===== config.mk =====
export PLATFORM = sky130hd
export DESIGN_NAME = dma_xfer_seq
export DESIGN_NICKNAME = d
export VERILOG_FILES = /design/src/rtl/dxs_pkg.sv /design/src/rtl/dxs_offset.sv /design/src/rtl/dxs_counters.sv /design/src/rtl/dxs_fsm.sv /design/src/rtl/dma_xfer_seq.sv
export SDC_FILE = /design/constraint.sdc
export NUM_CORES = 1
export LEC_CHECK = 0
export CAP_MARGIN = 10
export CELL_PAD_IN_SITES_DETAIL_PLACEMENT = 0
export CELL_PAD_IN_SITES_GLOBAL_PLACEMENT = 1
export CORE_ASPECT_RATIO = 1.1
export CORE_MARGIN = 3
export CORE_UTILIZATION = 42
export DETAILED_ROUTE_END_ITERATION = 12
export GPL_ROUTABILITY_DRIVEN = 0
export PLACE_DENSITY = 0.84
export SETUP_SLACK_MARGIN = 0.2
export SYNTH_ARGS = -nofsm -noshare
export SYNTH_HDL_FRONTEND = slang
export SYNTH_SLANG_ARGS = --single-unit

===== constraint.sdc =====
create_clock -name clk -period 11.2 [get_ports clk]
set_input_delay 1.12 -clock clk [delete_from_list [all_inputs] [get_ports clk]]
set_output_delay 1.12 -clock clk [all_outputs]
set_load 0.05 [all_outputs]

===== src/rtl/dxs_pkg.sv =====
package dxs_pkg;
  typedef enum logic [1:0] {
    RK_READ  = 2'd0,
    RK_WRITE = 2'd1,
    RK_TRIM  = 2'd2,
    RK_COPY  = 2'd3
  } req_kind_t;

  typedef enum logic [1:0] {
    CPL_DISK_OK = 2'd0,
    CPL_PKT_OK  = 2'd1,
    CPL_ERR     = 2'd2,
    CPL_ILLEGAL = 2'd3
  } cpl_t;

  localparam logic [1:0] CMD_READ  = 2'd0;
  localparam logic [1:0] CMD_WRITE = 2'd1;
  localparam logic [1:0] CMD_TRIM  = 2'd2;
  localparam logic [1:0] CMD_BAD   = 2'd3;
endpackage


===== src/rtl/dxs_offset.sv =====
module dxs_offset #(
  parameter int LBAW      = 32,
  parameter int CNTW      = 32,
  parameter int OFFW      = 48,
  parameter int SEC_SHIFT = 9,
  parameter int BLK_SHIFT = 11
) (
  input  logic            pkt_mode_i,
  input  logic [LBAW-1:0] lba_i,
  input  logic [CNTW-1:0] idx_i,
  output logic [OFFW-1:0] offset_o
);
  localparam int LPAD = OFFW - LBAW;
  localparam int IPAD = OFFW - CNTW;

  function automatic logic [OFFW-1:0] dev_byte(input logic pkt,
                                               input logic [LBAW-1:0] lba,
                                               input logic [CNTW-1:0] idx);
    logic [OFFW-1:0] base;
    base = {{LPAD{1'b0}}, lba};
    base = pkt ? (base << BLK_SHIFT) : (base << SEC_SHIFT);
    return base + {{IPAD{1'b0}}, idx};
  endfunction

  assign offset_o = dev_byte(pkt_mode_i, lba_i, idx_i);
endmodule


===== src/rtl/dxs_counters.sv =====
module dxs_counters #(
  parameter int CNTW      = 32,
  parameter int NSECW     = 16,
  parameter int SEC_SHIFT = 9
) (
  input  logic             clk,
  input  logic             rst_n,
  input  logic             load_i,
  input  logic             pkt_mode_i,
  input  logic [NSECW-1:0] nsec_i,
  input  logic [CNTW-1:0]  pkt_bytes_i,
  input  logic             consume_i,
  input  logic [CNTW-1:0]  seg_len_i,
  output logic [CNTW-1:0]  idx_o,
  output logic             exhausted_o,
  output logic [CNTW-1:0]  copy_len_o
);
  localparam int NPAD = CNTW - NSECW;

  logic signed [CNTW-1:0] rem_q;
  logic [CNTW-1:0]        idx_q;
  logic [CNTW-1:0]        sum_w;

  function automatic logic [CNTW-1:0] initial_count(input logic pkt,
                                                    input logic [NSECW-1:0] nsec,
                                                    input logic [CNTW-1:0] pbytes);
    return pkt ? pbytes : ({{NPAD{1'b0}}, nsec} << SEC_SHIFT);
  endfunction

  function automatic logic [CNTW-1:0] smaller(input logic [CNTW-1:0] a,
                                              input logic [CNTW-1:0] b);
    return (a < b) ? a : b;
  endfunction

  always_ff @(posedge clk) begin
    if (!rst_n) begin
      rem_q <= '0;
      idx_q <= '0;
    end else if (load_i) begin
      rem_q <= $signed(initial_count(pkt_mode_i, nsec_i, pkt_bytes_i));
      idx_q <= '0;
    end else if (consume_i) begin
      rem_q <= rem_q - $signed(seg_len_i);
      idx_q <= idx_q + seg_len_i;
    end
  end

  assign idx_o       = idx_q;
  assign exhausted_o = rem_q[CNTW-1] || (rem_q == '0);
  assign copy_len_o  = smaller($unsigned(rem_q), seg_len_i);
  assign sum_w       = $unsigned(rem_q) + idx_q;

  // a load clears the running index
  p_load_clears_index_r1: assert property (@(posedge clk) disable iff (!rst_n)
    load_i |=> (idx_q == '0));

  // consuming moves bytes from remaining to index, the total is conserved
  p_consume_conserves_r7: assert property (@(posedge clk) disable iff (!rst_n)
    (consume_i && !load_i) |=> (sum_w == $past(sum_w)));
endmodule


===== src/rtl/dxs_fsm.sv =====
module dxs_fsm
  import dxs_pkg::*;
#(
  parameter int LBAW  = 32,
  parameter int CNTW  = 32,
  parameter int ADDRW = 32,
  parameter int OFFW  = 48
) (
  input  logic             clk,
  input  logic             rst_n,
  input  logic             start_i,
  input  logic             pkt_mode_i,
  input  logic [1:0]       cmd_i,
  input  logic [LBAW-1:0]  lba_i,
  input  logic             seg_valid_i,
  input  logic [ADDRW-1:0] seg_addr_i,
  input  logic [CNTW-1:0]  seg_len_i,
  input  logic             req_ack_i,
  input  logic             req_err_i,
  input  logic             exhausted_i,
  input  logic [CNTW-1:0]  copy_len_i,
  input  logic [OFFW-1:0]  dev_offset_i,
  output logic             load_o,
  output logic             consume_o,
  output logic [CNTW-1:0]  cur_len_o,
  output logic             pkt_q_o,
  output logic [LBAW-1:0]  lba_q_o,
  output logic             seg_busy_o,
  output logic             seg_done_o,
  output logic             req_valid_o,
  output logic [1:0]       req_kind_o,
  output logic [OFFW-1:0]  req_offset_o,
  output logic [ADDRW-1:0] req_addr_o,
  output logic [CNTW-1:0]  req_len_o,
  output logic             active_o,
  output logic             done_o,
  output logic [1:0]       done_status_o
);
  typedef enum logic [1:0] {S_IDLE, S_EVAL, S_REQ, S_END} st_t;

  st_t              st_q;
  logic             act_q, pkt_q, fin_q, copy_q;
  logic [1:0]       cmd_q;
  logic [LBAW-1:0]  lba_q;
  logic [ADDRW-1:0] seg_addr_q;
  logic [CNTW-1:0]  seg_len_q;
  logic [OFFW-1:0]  req_off_q;
  logic [CNTW-1:0]  req_len_q;
  req_kind_t        rk_q;
  cpl_t             sts_q;

  // named events for checking
  logic take_start, take_seg, at_eval, len_zero, raw_copy;
  logic ev_finish, ev_segend, ev_copy, ev_bad, ev_issue;
  logic ack_err, ack_ok;

  function automatic req_kind_t kind_of(input logic pkt, input logic [1:0] cmd);
    if (pkt)              return RK_READ;
    if (cmd == CMD_WRITE) return RK_WRITE;
    if (cmd == CMD_TRIM)  return RK_TRIM;
    return RK_READ;
  endfunction

  assign take_start = start_i && (st_q == S_IDLE);
  assign take_seg   = (st_q == S_IDLE) && !start_i && act_q && seg_valid_i;
  assign at_eval    = (st_q == S_EVAL);
  assign len_zero   = (seg_len_q == '0);
  assign raw_copy   = pkt_q && (&lba_q);
  assign ev_finish  = exhausted_i;
  assign ev_segend  = !exhausted_i && len_zero;
  assign ev_copy    = !exhausted_i && !len_zero && raw_copy;
  assign ev_bad     = !exhausted_i && !len_zero && !pkt_q && (cmd_q == CMD_BAD);
  assign ev_issue   = !exhausted_i && !len_zero && !raw_copy && !ev_bad;
  assign ack_err    = (st_q == S_REQ) && req_ack_i && req_err_i;
  assign ack_ok     = (st_q == S_REQ) && req_ack_i && !req_err_i;

  assign load_o    = take_start;
  assign consume_o = at_eval && ev_issue;

  always_ff @(posedge clk) begin
    if (!rst_n) begin
      st_q       <= S_IDLE;
      act_q      <= 1'b0;
      pkt_q      <= 1'b0;
      fin_q      <= 1'b0;
      copy_q     <= 1'b0;
      cmd_q      <= CMD_READ;
      lba_q      <= '0;
      seg_addr_q <= '0;
      seg_len_q  <= '0;
      req_off_q  <= '0;
      req_len_q  <= '0;
      rk_q       <= RK_READ;
      sts_q      <= CPL_DISK_OK;
    end else begin
      case (st_q)
        S_IDLE: begin
          fin_q <= 1'b0;
          if (take_start) begin
            act_q <= 1'b1;
            pkt_q <= pkt_mode_i;
            cmd_q <= cmd_i;
            lba_q <= lba_i;
          end else if (take_seg) begin
            seg_addr_q <= seg_addr_i;
            seg_len_q  <= seg_len_i;
            st_q       <= S_EVAL;
          end
        end
        S_EVAL: begin
          if (ev_finish) begin
            act_q <= 1'b0;
            fin_q <= 1'b1;
            sts_q <= pkt_q ? CPL_PKT_OK : CPL_DISK_OK;
            st_q  <= S_END;
          end else if (ev_segend) begin
            fin_q <= 1'b0;
            st_q  <= S_END;
          end else if (ev_copy) begin
            req_off_q <= '0;
            req_len_q <= copy_len_i;
            rk_q      <= RK_COPY;
            copy_q    <= 1'b1;
            st_q      <= S_REQ;
          end else if (ev_bad) begin
            act_q <= 1'b0;
            fin_q <= 1'b1;
            sts_q <= CPL_ILLEGAL;
            st_q  <= S_END;
          end else begin
            req_off_q <= dev_offset_i;
            req_len_q <= seg_len_q;
            rk_q      <= kind_of(pkt_q, cmd_q);
            copy_q    <= 1'b0;
            st_q      <= S_REQ;
          end
        end
        S_REQ: begin
          if (ack_err) begin
            act_q <= 1'b0;
            fin_q <= 1'b1;
            sts_q <= CPL_ERR;
            st_q  <= S_END;
          end else if (ack_ok && copy_q) begin
            act_q <= 1'b0;
            fin_q <= 1'b1;
            sts_q <= CPL_PKT_OK;
            st_q  <= S_END;
          end else if (ack_ok) begin
            seg_len_q <= '0;
            st_q      <= S_EVAL;
          end
        end
        default: begin
          fin_q <= 1'b0;
          st_q  <= S_IDLE;
        end
      endcase
    end
  end

  assign cur_len_o     = seg_len_q;
  assign pkt_q_o       = pkt_q;
  assign lba_q_o       = lba_q;
  assign seg_busy_o    = (st_q != S_IDLE);
  assign seg_done_o    = (st_q == S_END);
  assign req_valid_o   = (st_q == S_REQ);
  assign req_kind_o    = rk_q;
  assign req_offset_o  = req_off_q;
  assign req_addr_o    = seg_addr_q;
  assign req_len_o     = req_len_q;
  assign active_o      = act_q;
  assign done_o        = (st_q == S_END) && fin_q;
  assign done_status_o = sts_q;

  // an idle, unarmed sequencer never starts work on a segment
  p_no_take_inactive_r4: assert property (@(posedge clk) disable iff (!rst_n)
    ((st_q == S_IDLE) && !act_q) |=> (st_q == S_IDLE));

  // a transfer-end strobe always comes with the armed flag cleared
  p_done_drops_active_r5: assert property (@(posedge clk) disable iff (!rst_n)
    done_o |-> (!active_o && seg_done_o));

  // zero length with bytes left closes the segment only
  p_zero_len_segment_r6: assert property (@(posedge clk) disable iff (!rst_n)
    (at_eval && ev_segend) |=> (seg_done_o && !done_o && active_o));

  // a failed acknowledge ends with the error code
  p_error_status_r9: assert property (@(posedge clk) disable iff (!rst_n)
    (req_valid_o && req_ack_i && req_err_i) |=> (done_o && done_status_o == CPL_ERR));

  // an illegal command issues no request
  p_illegal_no_request_r10: assert property (@(posedge clk) disable iff (!rst_n)
    (at_eval && ev_bad) |=> (!req_valid_o && done_status_o == CPL_ILLEGAL));

  // request held steady until acknowledged
  p_request_hold_r11: assert property (@(posedge clk) disable iff (!rst_n)
    (req_valid_o && !req_ack_i) |=> (req_valid_o && $stable(req_offset_o) &&
      $stable(req_len_o) && $stable(req_kind_o) && $stable(req_addr_o)));

  // a start during segment work leaves the armed flag alone
  p_start_ignored_r12: assert property (@(posedge clk) disable iff (!rst_n)
    (start_i && seg_busy_o) |=> $stable(active_o));
endmodule


===== src/rtl/dma_xfer_seq.sv =====
module dma_xfer_seq #(
  parameter int LBAW      = 32,
  parameter int CNTW      = 32,
  parameter int NSECW     = 16,
  parameter int ADDRW     = 32,
  parameter int OFFW      = 48,
  parameter int SEC_SHIFT = 9,
  parameter int BLK_SHIFT = 11
) (
  input  logic             clk,
  input  logic             rst_n,
  input  logic             start_i,
  input  logic             pkt_mode_i,
  input  logic [1:0]       cmd_i,
  input  logic [NSECW-1:0] nsec_i,
  input  logic [CNTW-1:0]  pkt_bytes_i,
  input  logic [LBAW-1:0]  lba_i,
  input  logic             seg_valid_i,
  input  logic [ADDRW-1:0] seg_addr_i,
  input  logic [CNTW-1:0]  seg_len_i,
  output logic             seg_busy_o,
  output logic             seg_done_o,
  output logic             req_valid_o,
  output logic [1:0]       req_kind_o,
  output logic [OFFW-1:0]  req_offset_o,
  output logic [ADDRW-1:0] req_addr_o,
  output logic [CNTW-1:0]  req_len_o,
  input  logic             req_ack_i,
  input  logic             req_err_i,
  output logic             active_o,
  output logic             done_o,
  output logic [1:0]       done_status_o
);
  logic            load_w, consume_w, exhausted_w, pkt_q_w;
  logic [CNTW-1:0] idx_w, copy_len_w, cur_len_w;
  logic [LBAW-1:0] lba_q_w;
  logic [OFFW-1:0] dev_off_w;

  dxs_counters #(.CNTW(CNTW), .NSECW(NSECW), .SEC_SHIFT(SEC_SHIFT)) u_cnt (
    .clk        (clk),
    .rst_n      (rst_n),
    .load_i     (load_w),
    .pkt_mode_i (pkt_mode_i),
    .nsec_i     (nsec_i),
    .pkt_bytes_i(pkt_bytes_i),
    .consume_i  (consume_w),
    .seg_len_i  (cur_len_w),
    .idx_o      (idx_w),
    .exhausted_o(exhausted_w),
    .copy_len_o (copy_len_w)
  );

  dxs_offset #(.LBAW(LBAW), .CNTW(CNTW), .OFFW(OFFW),
               .SEC_SHIFT(SEC_SHIFT), .BLK_SHIFT(BLK_SHIFT)) u_off (
    .pkt_mode_i(pkt_q_w),
    .lba_i     (lba_q_w),
    .idx_i     (idx_w),
    .offset_o  (dev_off_w)
  );

  dxs_fsm #(.LBAW(LBAW), .CNTW(CNTW), .ADDRW(ADDRW), .OFFW(OFFW)) u_fsm (
    .clk          (clk),
    .rst_n        (rst_n),
    .start_i      (start_i),
    .pkt_mode_i   (pkt_mode_i),
    .cmd_i        (cmd_i),
    .lba_i        (lba_i),
    .seg_valid_i  (seg_valid_i),
    .seg_addr_i   (seg_addr_i),
    .seg_len_i    (seg_len_i),
    .req_ack_i    (req_ack_i),
    .req_err_i    (req_err_i),
    .exhausted_i  (exhausted_w),
    .copy_len_i   (copy_len_w),
    .dev_offset_i (dev_off_w),
    .load_o       (load_w),
    .consume_o    (consume_w),
    .cur_len_o    (cur_len_w),
    .pkt_q_o      (pkt_q_w),
    .lba_q_o      (lba_q_w),
    .seg_busy_o   (seg_busy_o),
    .seg_done_o   (seg_done_o),
    .req_valid_o  (req_valid_o),
    .req_kind_o   (req_kind_o),
    .req_offset_o (req_offset_o),
    .req_addr_o   (req_addr_o),
    .req_len_o    (req_len_o),
    .active_o     (active_o),
    .done_o       (done_o),
    .done_status_o(done_status_o)
  );
endmodule


## Yosys cells after proc, flatten, opt, wreduce, memory -nomap -nowiden

Index checks and enable logic that the tools add are counted.

| word-level totals | value |
|---|---|
| output and inout bits | 121 |
| flip-flop bits (word level) | 252 |
| bits of input ports | 153 |

| cells by class | value |
|---|---|
| order comparisons | 1 |
| multiplexer cells | 82 |
| equality and inequality tests | 20 |
| bitwise logic cells | 4 |
| reduce and logical (&&, ||, !) cells | 44 |
| $add $sub $neg | 3 |

Operators with widths:

| kind | number |
|---|---|
| 32-bit two-way mux | 11 |
| 48-bit two-way mux | 2 |
| 32-bit logical NOT | 2 |
| 32-bit one-hot mux with 2 select lines | 1 |
| 43-bit by 32-bit adder with 44-bit output | 1 |
| 2-bit two-way mux | 22 |
| 43-bit two-way mux | 1 |
| 1-bit two-way mux | 41 |
| 32-bit adder | 1 |
| 32-bit < comparator | 1 |
| 32-bit AND reduction | 1 |
| 32-bit subtractor | 1 |
| 1-bit logical AND | 18 |
| 6-bit AND reduction | 2 |
| 3-bit by 2-bit != test with 1-bit output, second input constant | 3 |
| 3-bit AND reduction | 3 |
| 2-bit equality test, second input constant | 4 |
| 2-bit != test, second input constant | 4 |
| 4-bit by 3-bit != test with 1-bit output, second input constant | 2 |
| 2-bit nonzero test | 4 |
| 1-bit logical NOT | 7 |
| 2-bit by 1-bit != test with 1-bit output, second input constant | 3 |
| 2-bit one-hot mux with 3 select lines | 1 |
| 5-bit AND reduction | 1 |
| other kinds (13) | 17 |

## Logic depth before layout (Yosys ltp)

Gate-level depths: netlist (run 1).

| depth | value |
|---|---|
| word-level depth | 32 |
| depth in mapped cells | 16 |
| mapped depth without buffers | 13 |

## Modules after synthesis

A second synthesis (run 1) with hierarchy kept.

| second synthesis, totals | value |
|---|---|
| cell total of the unflattened synthesis | 1928 |
| area, all modules | 15931.5 µm² |

Modules (own cells, without submodules):

| module | area each (µm²) | instances | sequential area each (µm²) | cells an instance |
|---|---|---|---|---|
| dxs_fsm | 7272.0 | 1 | 3763.6 | 832 |
| dxs_counters | 6708.9 | 1 | 1281.2 | 833 |
| dxs_offset | 1950.6 | 1 | 0.0 | 263 |

## Worst setup path before layout (run 1)

Ideal clock, no wire load.

| path | value |
|---|---|
| path kind | register to register |
| from | register u_fsm.pkt_q, in the netlist u_fsm.pkt_q_o |
| to | register u_fsm.req_off_q[40], in the netlist u_fsm.req_offset_o[40] |
| clock period less this slack | 3.743 ns |
| data arrival time | 3.619 ns |
| library setup time | 0.124 ns |
| data required time | 11.076 ns |
| path slack | 7.457 ns |
| cell stages (with the launch flop) | 15 |
| cell sequence | dfxtp_1 -> buf_2 -> buf_1 -> clkbuf_1 -> mux2_2 -> ha_1 -> a21o_1 -> a21o_1 -> a221o_1 -> a21oi_1 -> o21ai_1 -> a221o_1 -> nand3b_1 -> xnor2_1 -> o21ai_1 |

| between the ends | value |
|---|---|
| longest elaborated chain between the ends | 5 |
| elaborated cells on any way between the ends | 11 |
| those cells by class | 1 x add/sub; 1 x eq/ne; 3 x mux; 6 x reduce/logical |

RTL lines:

| item | RTL line | RTL |
|---|---|---|
| start, declared | dxs_fsm.sv:42 | `logic act_q, pkt_q, fin_q, copy_q;` |
| start signal, assigned | dxs_fsm.sv:101 | `pkt_q <= pkt_mode_i;` |
| parallel branches: the longest is 5 deep, another holds 43-bit by 32-bit adder with 44-bit output | - |  |
| end signal, assigned | dxs_fsm.sv:131 | `req_off_q <= dev_offset_i;` |
| end, declared | dxs_fsm.sv:47 | `logic [OFFW-1:0] req_off_q;` |

Several ways; the timed one is not identified. The select of a mux whose other input is x is not followed.
A chain may end at the register's enable or synchronous reset.

## Worst setup path after layout (run 1)

| path | value |
|---|---|
| from | register u_cnt.rem_q[0] |
| to | register u_fsm.req_len_q[1], in the netlist u_fsm.req_len_o[1] |

| between the ends | value |
|---|---|
| longest elaborated chain between the ends | 8 |
| elaborated cells on any way between the ends | 15 |
| those cells by class | 1 x order compare; 1 x eq/ne; 2 x mux; 2 x bitwise; 9 x reduce/logical |

RTL lines:

| item | RTL line | RTL |
|---|---|---|
| start, declared | dxs_counters.sv:20 | `logic signed [CNTW-1:0] rem_q;` |
| start signal, assigned | dxs_counters.sv:40 | `rem_q <= $signed(initial_count(pkt_mode_i, nsec_i, pkt_bytes_i));` |
| start signal, assigned | dxs_counters.sv:43 | `rem_q <= rem_q - $signed(seg_len_i);` |
| parallel branches: the longest is 8 deep, another holds 32-bit < comparator | - |  |
| end signal, assigned | dxs_fsm.sv:121 | `req_len_q <= copy_len_i;` |
| end signal, assigned | dxs_fsm.sv:132 | `req_len_q <= seg_len_q;` |
| end, declared | dxs_fsm.sv:48 | `logic [CNTW-1:0] req_len_q;` |

Several ways; the timed one is not identified.

==> reports/qor.txt, run 1 <==
Critical Path Sink Type: register
DRT Wirelength: 46400 µm
Buf/Inv on CP: 2
post-synthesis mux area share: 0.0576
crit share post-route: 0.369
total power: 0.00420 W
final setup vio count: 0
maxcap violations: 0
GRT Total Usage: 0.238
CTS tree: built
clk slew on worst S/H paths: 0.06 ns
die area: 0.0374 mm²
compound-gate portion of the synthesized area: 0.237
post-route ant nets: 0
row cnt: 71
cell area after layout: 0.0186 mm²
ys async rst share: 0
dpl ws: 6.47 ns
min-delay worst type: register to register
pin count of the biggest net entering global routing: 93
number of DRC markers in iteration 0: 1154
clock sink count: 248
initial core utilization: 0.429
area delta synth->final: 26.4%
Port Buffers: 269
Avg Cell Area, Syn: 7.86 µm²
Internal Pwr Total: 0.00237 W
CTS H-Tree Depth: 1
die width: 185 µm
critical path type: register to register
Crit path largest cell delay: 0.49 ns
CP Max Fanout: 24
root buffer cell: clkbuf_16
filler instances: 3264
cell area after placement: 0.0176 mm²
Worst EP arrival: 4.52 ns
number of global-route vias before repair: 13954
initial antenna violation count: 3
Synth Flop Type: dfxtp_1
Mapped Cells: 1874
worst vdd ir: 0.153 mV
RSZ-0062 raised after global routing: no
sequential fraction of the synthesis area: 0.337
Post-CTS Setup Bufs: 0
synthesized area: 0.0147 mm²
switch share: 0.437
Overflow after GRT: 0
synthesized flop and latch total: 248
startpoint types: register
DR vias/cell: 5.65
combinational power share: 0.489
Clock power frac: 0.222
first-pass GRT wire length: 73100 µm
FMAX: 242 MHz
Final min period: 4.13 ns
I/O pin cnt: 274
WP data required: 11.59 ns
Die H: 202 µm
post-CTS sizing: 0
layout cells sized above 1: 0.0580
nets@finish: 2327
Post-synth EDFFs: 0
PnR worst setup slack: 7.07 ns
largest family of logic cells by synthesized area: compound AO/OA/AOI/OAI gates
core box area: 0.0344 mm²
skew final: 0.00838 ns
Slew headroom: 0.315
Clock Path Buffers: 3
post-detail-place hpwl: 33400 µm
Pre-antenna DRT Iters: 5
Slew @ Worst Pin: 1.02 ns
worst-path cell chain: inv_1 -> ha_1 -> fa_1 -> and2b_1 -> o31a_1 -> o21ai_0 -> a21oi_1 -> a21oi_2 -> o31a_2 -> o211ai_4 -> buf_4 -> mux2i_1 -> a21oi_1
status: finished, final reports clean
CP most frequent cell: a21oi_1
Pins Over Slew Limit: 0
WHS: 0.450 ns
area of the multi-input gates: 0.00905 mm²
routed via count: 14377
Fin. Hold Viols: 0
Critical-path top delay cell: buf_4
WL per Instance: 18.2 µm
register area: 0.00497 mm²
drt drc: 0
Net Sw Power: 0.00183 W
pwr dens: 226 mW/mm²
Post-Synth Adder-Cell Area: 0.0805
total clock buffers created by CTS: 28
Cell variety after synth: 87
Reg power frac: 0.289
Crit path max-delay family: compound AO/OA/AOI/OAI gates
P_leak: 7.41 nW
Synth Warn #: 0
Post-Synth XOR/XNOR Area: 0.0345
cts hold-fix bufs: 0
post-synthesis simple-gate area fraction: 0.203
Clk Latency, worst-skew pair: 0.55 ns
setup TNS: 0 ns
==> per-stage QoR <==
stage,cells,utilization
2_1_floorplan,1877,-
3_3_place_gp,2486,0.512
3_5_place_dp,2486,0.512
4_1_cts,2538,0.540
5_1_grt,2544,0.542
6_report,2544,0.542
==> layout make-up <==
| class | instances | share of cell area |
|---|---|---|
| clock inverters | 12 | 0.00658 |
| well taps | 438 | 0.0294 |
| clock buffers | 40 | 0.0439 |
| diodes | 3 | 0.000403 |
| repair buffers | 286 | 0.153 |
| flip-flops and latches | 248 | 0.267 |
| inverters | 68 | 0.0138 |
| multi-input cells | 1449 | 0.486 |
==> power by group through the flow <==
stage / sequential (W) / clock (W) / combinational [W]
after floorplan: 0.00141 / 0 / 0.00128
after global placement: 0.00123 / 0 / 0.00201
after detailed placement: 0.00123 / 0 / 0.00202
after CTS: 0.00121 / 0.000954 / 0.00204
after global routing: 0.00124 / 0.000990 / 0.00225
final: 0.00121 / 0.000931 / 0.00206
==> synthesized netlist by cell type (26+ instances only) <==
master	instances	area [µm²]
inv_1	66	248
nand4_1	26	163
a21oi_1	257	1290
xnor2_1	37	324
mux2i_1	51	510
dfxtp_1	248	4960
clkbuf_1	84	315
a21o_1	45	338
ha_1	90	1130
nor2_1	67	251
nand2_1	320	1200
nor3_1	26	130
mux2_2	30	338
nand3_1	95	475
a211oi_1	26	195
o21ai_0	105	526
==> flip-flops by register name, indices dropped and copies added, names as in the netlist <==
register             flops
u_fsm.cmd_q              2
u_fsm.req_len_o         32
u_cnt.rem_q             32
u_fsm.lba_q_o           32
u_cnt.idx_o             32
u_fsm.cur_len_o         32
u_fsm.done_status_o      2
u_fsm.fin_q              1
u_fsm.req_addr_o        32
u_fsm.st_q               2
u_fsm.copy_q             1
u_fsm.active_o           1
u_fsm.pkt_q_o            1
u_fsm.req_kind_o         2
u_fsm.req_offset_o      44
==> cell usage in the layout (no fill, tap or decap), types with 29 or more instances in the layout <==
| master | n |
|---|---|
| a21o_1 | 45 |
| a21oi_1 | 257 |
| clkbuf_16 | 29 |
| clkdlybuf4s50_1 | 269 |
| dfxtp_1 | 247 |
| ha_1 | 90 |
| inv_1 | 66 |
| mux2_2 | 30 |
| mux2i_1 | 51 |
| nand2_1 | 318 |
| nand3_1 | 95 |
| nor2_1 | 66 |
| o21ai_0 | 105 |
| xnor2_1 | 37 |
==> worst register-to-register path, cell delays in order, from the launching register on <==
cell,delay [ns]
dfxtp_1,0.38
inv_1,0.06
ha_1,0.21
fa_1,0.43
and2b_1,0.24
o31a_1,0.17
o21ai_0,0.13
a21oi_1,0.38
a21oi_2,0.16
o31a_2,0.42
o211ai_4,0.44
buf_4,0.49
mux2i_1,0.35
a21oi_1,0.10
==> path summary, 6_finish.rpt <==
kind	from	end	slack (ns)	cells after the start
worst max-delay path	u_cnt.rem_q[0]$_SDFFE_PN0P_	u_fsm.req_len_o[1]$_SDFFE_PN0P_	7.07	13
worst min-delay path	u_fsm.req_offset_o[9]$_SDFFE_PN0P_	u_fsm.req_offset_o[9]$_SDFFE_PN0P_	0.45	2
worst max register to register	u_cnt.rem_q[0]$_SDFFE_PN0P_	u_fsm.req_len_o[1]$_SDFFE_PN0P_	7.07	13
worst min register to register	u_fsm.req_offset_o[9]$_SDFFE_PN0P_	u_fsm.req_offset_o[9]$_SDFFE_PN0P_	0.45	2
==> layer usage <==
| layer | up-vias | track usage | wire, µm |
|---|---|---|---|
| met5 | - | 0 | 0 |
| met4 | 0 | 0.0794 | 1490 |
| met1 | 6703 | 0.315 | 20600 |
| met2 | 430 | 0.400 | 21900 |
| li1 | 7152 | - | - |
| met3 | 92 | 0.0301 | 2430 |
==> cells by family (layout without fill, tap and decap cells) <==
kind of cell | count (synthesis) | after routing
compound gates | 570 | 570
xor+xnor | 58 | 58
fa+ha+maj | 93 | 93
buf+inv | 180 | 406
flops | 248 | 248
mux | 81 | 81
other cells | 1 | 7
simple gates | 643 | 643
Note: power is estimated with default switching activity, not from simulation.
==> run 2: changes to the inputs <==
CORE_UTILIZATION = 39   (was 42)
PLACE_DENSITY = 0.79   (was 0.84)
clock period = 3.94 ns   (was 11.2 ns; I/O delays follow)
==> reports/qor.txt, run 2 (synthesized netlist as in run 1, its figures left out) <==
status: finished, final reports clean (unchanged)
Overflow after GRT: 0 (unchanged)
worst vdd ir: 0.360 mV (was 0.153 mV)
WP data required: 4.44 ns (was 11.59 ns)
Die H: 210 µm (was 202 µm)
FMAX: 288 MHz (was 242 MHz)
crit share post-route: 0.880 (was 0.369)
row cnt: 74 (was 71)
reg2reg path depth: 11 (was 13)
core box area: 0.0372 mm² (was 0.0344 mm²)
total clock buffers created by CTS: 28 (unchanged)
pwr dens: 643 mW/mm² (was 226 mW/mm²)
initial antenna violation count: 2 (was 3)
Slew headroom: 0.498 (was 0.315)
CP Max Fanout: 21 (was 24)
area delta synth->final: 27.9% (was 26.4%)
die area: 0.0402 mm² (was 0.0374 mm²)
CTS tree: built (unchanged)
nets@finish: 2348 (was 2327)
pin count of the biggest net entering global routing: 114 (was 93)
startpoint types: register (unchanged)
drt drc: 0 (unchanged)
root buffer cell: clkbuf_16 (unchanged)
I/O pin cnt: 274 (unchanged)
clock sink count: 248 (unchanged)
max reg flops: 44 (unchanged)
layout cells sized above 1: 0.0683 (was 0.0580)
Critical Path Sink Type: register (unchanged)
maxcap violations: 0 (unchanged)
setup TNS: 0 ns (unchanged)
critical path type: register to register (unchanged)
GRT Total Usage: 0.233 (was 0.238)
routed via count: 14421 (was 14377)
P_leak: 7.53 nW (was 7.41 nW)
initial core utilization: 0.396 (was 0.429)
commonest cells after routing, fill and taps aside: nand2_1 (318), clkdlybuf4s50_1 (269), a21oi_1 (257) (unchanged)
CTS H-Tree Depth: 1 (unchanged)
Final min period: 3.47 ns (was 4.13 ns)
die width: 191 µm (was 185 µm)
number of DRC markers in iteration 0: 1019 (was 1154)
WL per Instance: 18.5 µm (was 18.2 µm)
Worst EP arrival: 3.97 ns (was 4.52 ns)
RSZ-0062 raised after global routing: no (unchanged)
first-pass GRT wire length: 76300 µm (was 73100 µm)
area of the multi-input gates: 0.00905 mm² (about the same)
skew final: 0.0143 ns (was 0.00838 ns)
Clock Path Buffers: 3 (unchanged)
WHS: 0.385 ns (was 0.450 ns)
Fin. Hold Viols: 0 (unchanged)
Port Buffers: 269 (unchanged)
DRT Wirelength: 48400 µm (was 46400 µm)
WHS Path Cells: 3 (was 2)
Pre-antenna DRT Iters: 5 (unchanged)
clk slew on worst S/H paths: 0.06 ns (about the same)
post-detail-place hpwl: 35700 µm (was 33400 µm)
Slew @ Worst Pin: 0.752 ns (was 1.02 ns)
number of global-route vias before repair: 14059 (was 13954)
Pins Over Slew Limit: 0 (unchanged)
min-delay worst type: primary input to register (was register to register)
most common cell after layout, fill and taps aside: nand2_1 (unchanged)
Clk Latency, worst-skew pair: 0.56 ns (was 0.55 ns)
post-route ant nets: 0 (unchanged)
filler instances: 3662 (was 3264)
register area: 0.00497 mm² (unchanged)
DR vias/cell: 5.51 (was 5.65)
cts hold-fix bufs: 0 (unchanged)
final setup vio count: 0 (unchanged)
## run 2: cell types whose count changed in the layout (fill, tap and decap cells not counted), sizes merged
cell,before,now
buf,17,38
bufinv,2,0
clkbuf,40,43
clkinv,9,8
clkinvlp,2,0
diode,3,2
inv,67,68
## run 2: path summary, 6_finish.rpt
check	end	slack (ns)	startpoint
worst min register to register	u_fsm.req_offset_o[5]$_SDFFE_PN0P_	0.45	u_fsm.req_offset_o[5]$_SDFFE_PN0P_
worst max-delay path	u_fsm.req_offset_o[42]$_SDFFE_PN0P_	0.47	u_fsm.pkt_q_o$_SDFFE_PN0P_
worst max register to register	u_fsm.req_offset_o[42]$_SDFFE_PN0P_	0.47	u_fsm.pkt_q_o$_SDFFE_PN0P_
worst min-delay path	u_fsm.req_addr_o[6]$_SDFFE_PN0P_	0.39	seg_addr_i[6]
## run 2: power by group
part	total [W]	internal, W	leakage (nW)	switching [W]
sequential	0.00346	0.00296	2.02	0.000499
combinational	0.00604	0.00228	5.05	0.00376
clock	0.00263	0.00153	0.466	0.00110
total	0.0121	0.00676	7.53	0.00536
## run 2: critical path: stages, from the launching register on
cell and delay [ns]:
dfxtp_2 0.61, mux2_2 0.41, ha_1 0.36, and4_1 0.27
nand4_1 0.12, a21oi_1 0.16, a21oi_1 0.14, o21ai_1 0.33
a221o_1 0.33, nand3b_1 0.16, or4_1 0.42, nand3_1 0.09
## run 2: repair_timing
item,CTS,global route
buffers inserted,0,0
gates resized for setup,0,2
endpoints found under the setup margin,0,5
## run 2: per-layer routing
layer,wire length (µm),track usage,vias up
met1,21800,0.315,6761
met3,2650,0.0286,61
met5,0,0,-
li1,-,-,7189
met4,981,0.0661,0
met2,22900,0.392,410
## run 2: layout make-up
class | instances | area share
diodes | 2 | 0.000266
multi-input cells | 1449 | 0.480
repair buffers | 307 | 0.161
inverters | 68 | 0.0137
clock buffers | 43 | 0.0466
flip-flops and latches | 248 | 0.263
clock inverters | 8 | 0.00232
well taps | 494 | 0.0328
## run 2: through the flow
stage          cell area, µm²  instances  utilization  setup slack, ns  total power (W)
3_3_place_gp            17900       2566        0.481            0.495          0.00945
3_5_place_dp            17900       2566        0.481            0.415          0.00947
4_1_cts                 18800       2617        0.506            0.398           0.0122
2_1_floorplan           14700       1877            -            0.216          0.00763
5_1_grt                 18800       2619        0.506            0.257           0.0129
6_report                18800       2619        0.506            0.473           0.0121
==> run 3: changes to the inputs <==
==> constraint.sdc (replaced) <==
create_clock -name clk -period 3.94 [get_ports clk]
set_input_delay 0.788 -clock clk [delete_from_list [all_inputs] [get_ports clk]]
set_output_delay 0.788 -clock clk [all_outputs]
set_load 0.05 [all_outputs]
==> reports/qor.txt, run 3 (synthesized netlist as in run 1, its figures left out) <==
status: finished, final reports clean (unchanged)
row cnt: 74 (unchanged)
Slew @ Worst Pin: 1.05 ns (was 0.752 ns)
CTS H-Tree Depth: 1 (unchanged)
clk slew on worst S/H paths: 0.06 ns (about the same)
Hold EP: u_fsm.req_offset_o[34]$_SDFFE_PN0P_ (was u_fsm.req_addr_o[6]$_SDFFE_PN0P_)
register area: 0.00497 mm² (unchanged)
setup TNS: 0 ns (unchanged)
drt drc: 0 (unchanged)
WL per Instance: 18.3 µm (was 18.5 µm)
cts hold-fix bufs: 0 (unchanged)
worst vdd ir: 0.349 mV (was 0.360 mV)
min-delay worst type: register to register (was primary input to register)
Final min period: 3.51 ns (was 3.47 ns)
cell area after placement: 0.0179 mm² (about the same)
hold path startpoint: u_fsm.req_offset_o[34]$_SDFFE_PN0P_ (was seg_addr_i[6])
Slew headroom: 0.295 (was 0.498)
PnR worst setup slack: 0.426 ns (was 0.473 ns)
reg2reg path depth: 11 (unchanged)
number of DRC markers in iteration 0: 899 (was 1019)
Crit path largest cell delay: 0.62 ns (was 0.61 ns)
most common cell after layout, fill and taps aside: nand2_1 (unchanged)
Buf/Inv on CP: 0 (unchanged)
die area: 0.0402 mm² (unchanged)
area of the multi-input gates: 0.00906 mm² (was 0.00905 mm²)
cell area after layout: 0.0188 mm² (about the same)
Critical-path top delay cell: dfxtp_2 (unchanged)
final setup vio count: 0 (unchanged)
post-CTS sizing: 0 (unchanged)
crit share post-route: 0.892 (was 0.880)
worst r2r dst: u_fsm.req_offset_o[40]$_SDFFE_PN0P_ (was u_fsm.req_offset_o[42]$_SDFFE_PN0P_)
CTS tree: built (unchanged)
Clock Path Buffers: 3 (unchanged)
Worst R2R Setup Slack: 0.43 ns (was 0.47 ns)
total clock buffers created by CTS: 28 (unchanged)
Fin. Hold Viols: 0 (unchanged)
Pre-antenna DRT Iters: 8 (was 5)
Critical Path Sink Type: register (unchanged)
pwr dens: 640 mW/mm² (was 643 mW/mm²)
P_leak: 7.51 nW (was 7.53 nW)
Crit path max-delay family: compound AO/OA/AOI/OAI gates (was simple AND/OR/NAND/NOR gates)
maxcap violations: 0 (unchanged)
first-pass GRT wire length: 75700 µm (was 76300 µm)
worst r2r src: u_fsm.pkt_q_o$_SDFFE_PN0P_ (unchanged)
number of global-route vias before repair: 13849 (was 14059)
routed via count: 14362 (was 14421)
DR vias/cell: 5.49 (was 5.51)
die width: 191 µm (unchanged)
RSZ-0062 raised after global routing: no (unchanged)
total power: 0.0120 W (was 0.0121 W)
worst-path cell chain: mux2_2 -> ha_1 -> a21o_1 -> a21o_1 -> a221o_1 -> a21oi_1 -> o21ai_1 -> a221o_1 -> nand3b_1 -> xnor2_1 -> o21ai_1 (was mux2_2 -> ha_1 -> and4_1 -> nand4_1 -> a21oi_1 -> a21oi_1 -> o21ai_1 -> a221o_1 -> nand3b_1 -> or4_1 -> nand3_1)
root buffer cell: clkbuf_16 (unchanged)
critical path type: register to register (unchanged)
startpoint types: register (unchanged)
Clk Latency, worst-skew pair: 0.56 ns (about the same)
commonest cells after routing, fill and taps aside: nand2_1 (318), clkdlybuf4s50_1 (269), a21oi_1 (257) (unchanged)
Pins Over Slew Limit: 0 (unchanged)
WP data required: 4.38 ns (was 4.44 ns)
post-route ant nets: 0 (unchanged)
skew final: 0.0168 ns (was 0.0143 ns)
DRT Wirelength: 47800 µm (was 48400 µm)
post-detail-place hpwl: 35200 µm (was 35700 µm)
filler instances: 3598 (was 3662)
Critical Path Source: u_fsm.pkt_q_o$_SDFFE_PN0P_ (unchanged)
clock sink count: 248 (unchanged)
pin count of the biggest net entering global routing: 119 (was 114)
Worst EP arrival: 3.95 ns (was 3.97 ns)
initial antenna violation count: 1 (was 2)
WHS Path Cells: 2 (was 3)
nets@finish: 2348 (unchanged)
GRT Total Usage: 0.231 (was 0.233)
area delta synth->final: 27.8% (was 27.9%)
CP Max Fanout: 21 (unchanged)
layout cells sized above 1: 0.0683 (unchanged)
initial core utilization: 0.396 (unchanged)
core box area: 0.0372 mm² (unchanged)
Die H: 210 µm (unchanged)
Post-CTS Setup Bufs: 0 (unchanged)
I/O pin cnt: 274 (unchanged)
FMAX: 285 MHz (was 288 MHz)
Port Buffers: 269 (unchanged)
WHS: 0.449 ns (was 0.385 ns)
Overflow after GRT: 0 (unchanged)
max reg flops: 44 (unchanged)
dpl ws: 0.365 ns (was 0.415 ns)
## run 3: cell types whose count changed in the layout (fill, tap and decap cells not counted), sizes merged
cell	change
clkinvlp	+1
diode	-1
inv	-1
## run 3: cell type report
type                            count  area share
Multi-Input combinational cell   1449       0.481
Timing Repair Buffer              307       0.160
Clock inverter                      8     0.00246
Clock buffer                       43      0.0461
Inverter                           68      0.0137
Tap cell                          494      0.0328
Sequential cell                   248       0.264
Antenna cell                        1    0.000133
## run 3: worst register-to-register path, cell delays in order, from the launching register on
cell      delay, ns
dfxtp_2        0.62
mux2_2         0.41
ha_1           0.35
a21o_1         0.20
a21o_1         0.17
a221o_1        0.33
a21oi_1        0.25
o21ai_1        0.22
a221o_1        0.46
nand3b_1       0.18
xnor2_1        0.13
o21ai_1        0.07
## run 3: per-stage QoR
stage | util | cells
5_1_grt | 0.506 | 2618
6_report | 0.506 | 2618
3_5_place_dp | 0.481 | 2566
3_3_place_gp | 0.481 | 2566
4_1_cts | 0.506 | 2617
2_1_floorplan | - | 1877
## run 3: metal layers
metal	share of wire	global-route usage
met2	0.47	0.390
met1	0.45	0.312
met5	0	0
met3	0.057	0.0307
met4	0.022	0.0569
## run 3: worst max path at each step
stage	to	depth (start not counted)	slack [ns]
2_1_floorplan	u_fsm.req_offset_o[37]$_SDFFE_PN0P_	14	0.22
3_3_place_gp	u_fsm.req_offset_o[37]$_SDFFE_PN0P_	11	0.37
3_5_place_dp	u_fsm.req_offset_o[37]$_SDFFE_PN0P_	11	0.37
4_1_cts	u_fsm.req_offset_o[37]$_SDFFE_PN0P_	11	0.36
5_1_grt	u_fsm.req_offset_o[40]$_SDFFE_PN0P_	11	0.24
6_report	u_fsm.req_offset_o[40]$_SDFFE_PN0P_	11	0.43
## run 3: where the power goes
group | internal, W | total [W] | switching [W]
clock network | 0.00151 | 0.00259 | 0.00108
logic | 0.00227 | 0.00601 | 0.00374
registers | 0.00296 | 0.00345 | 0.000494
total | 0.00674 | 0.0120 | 0.00531
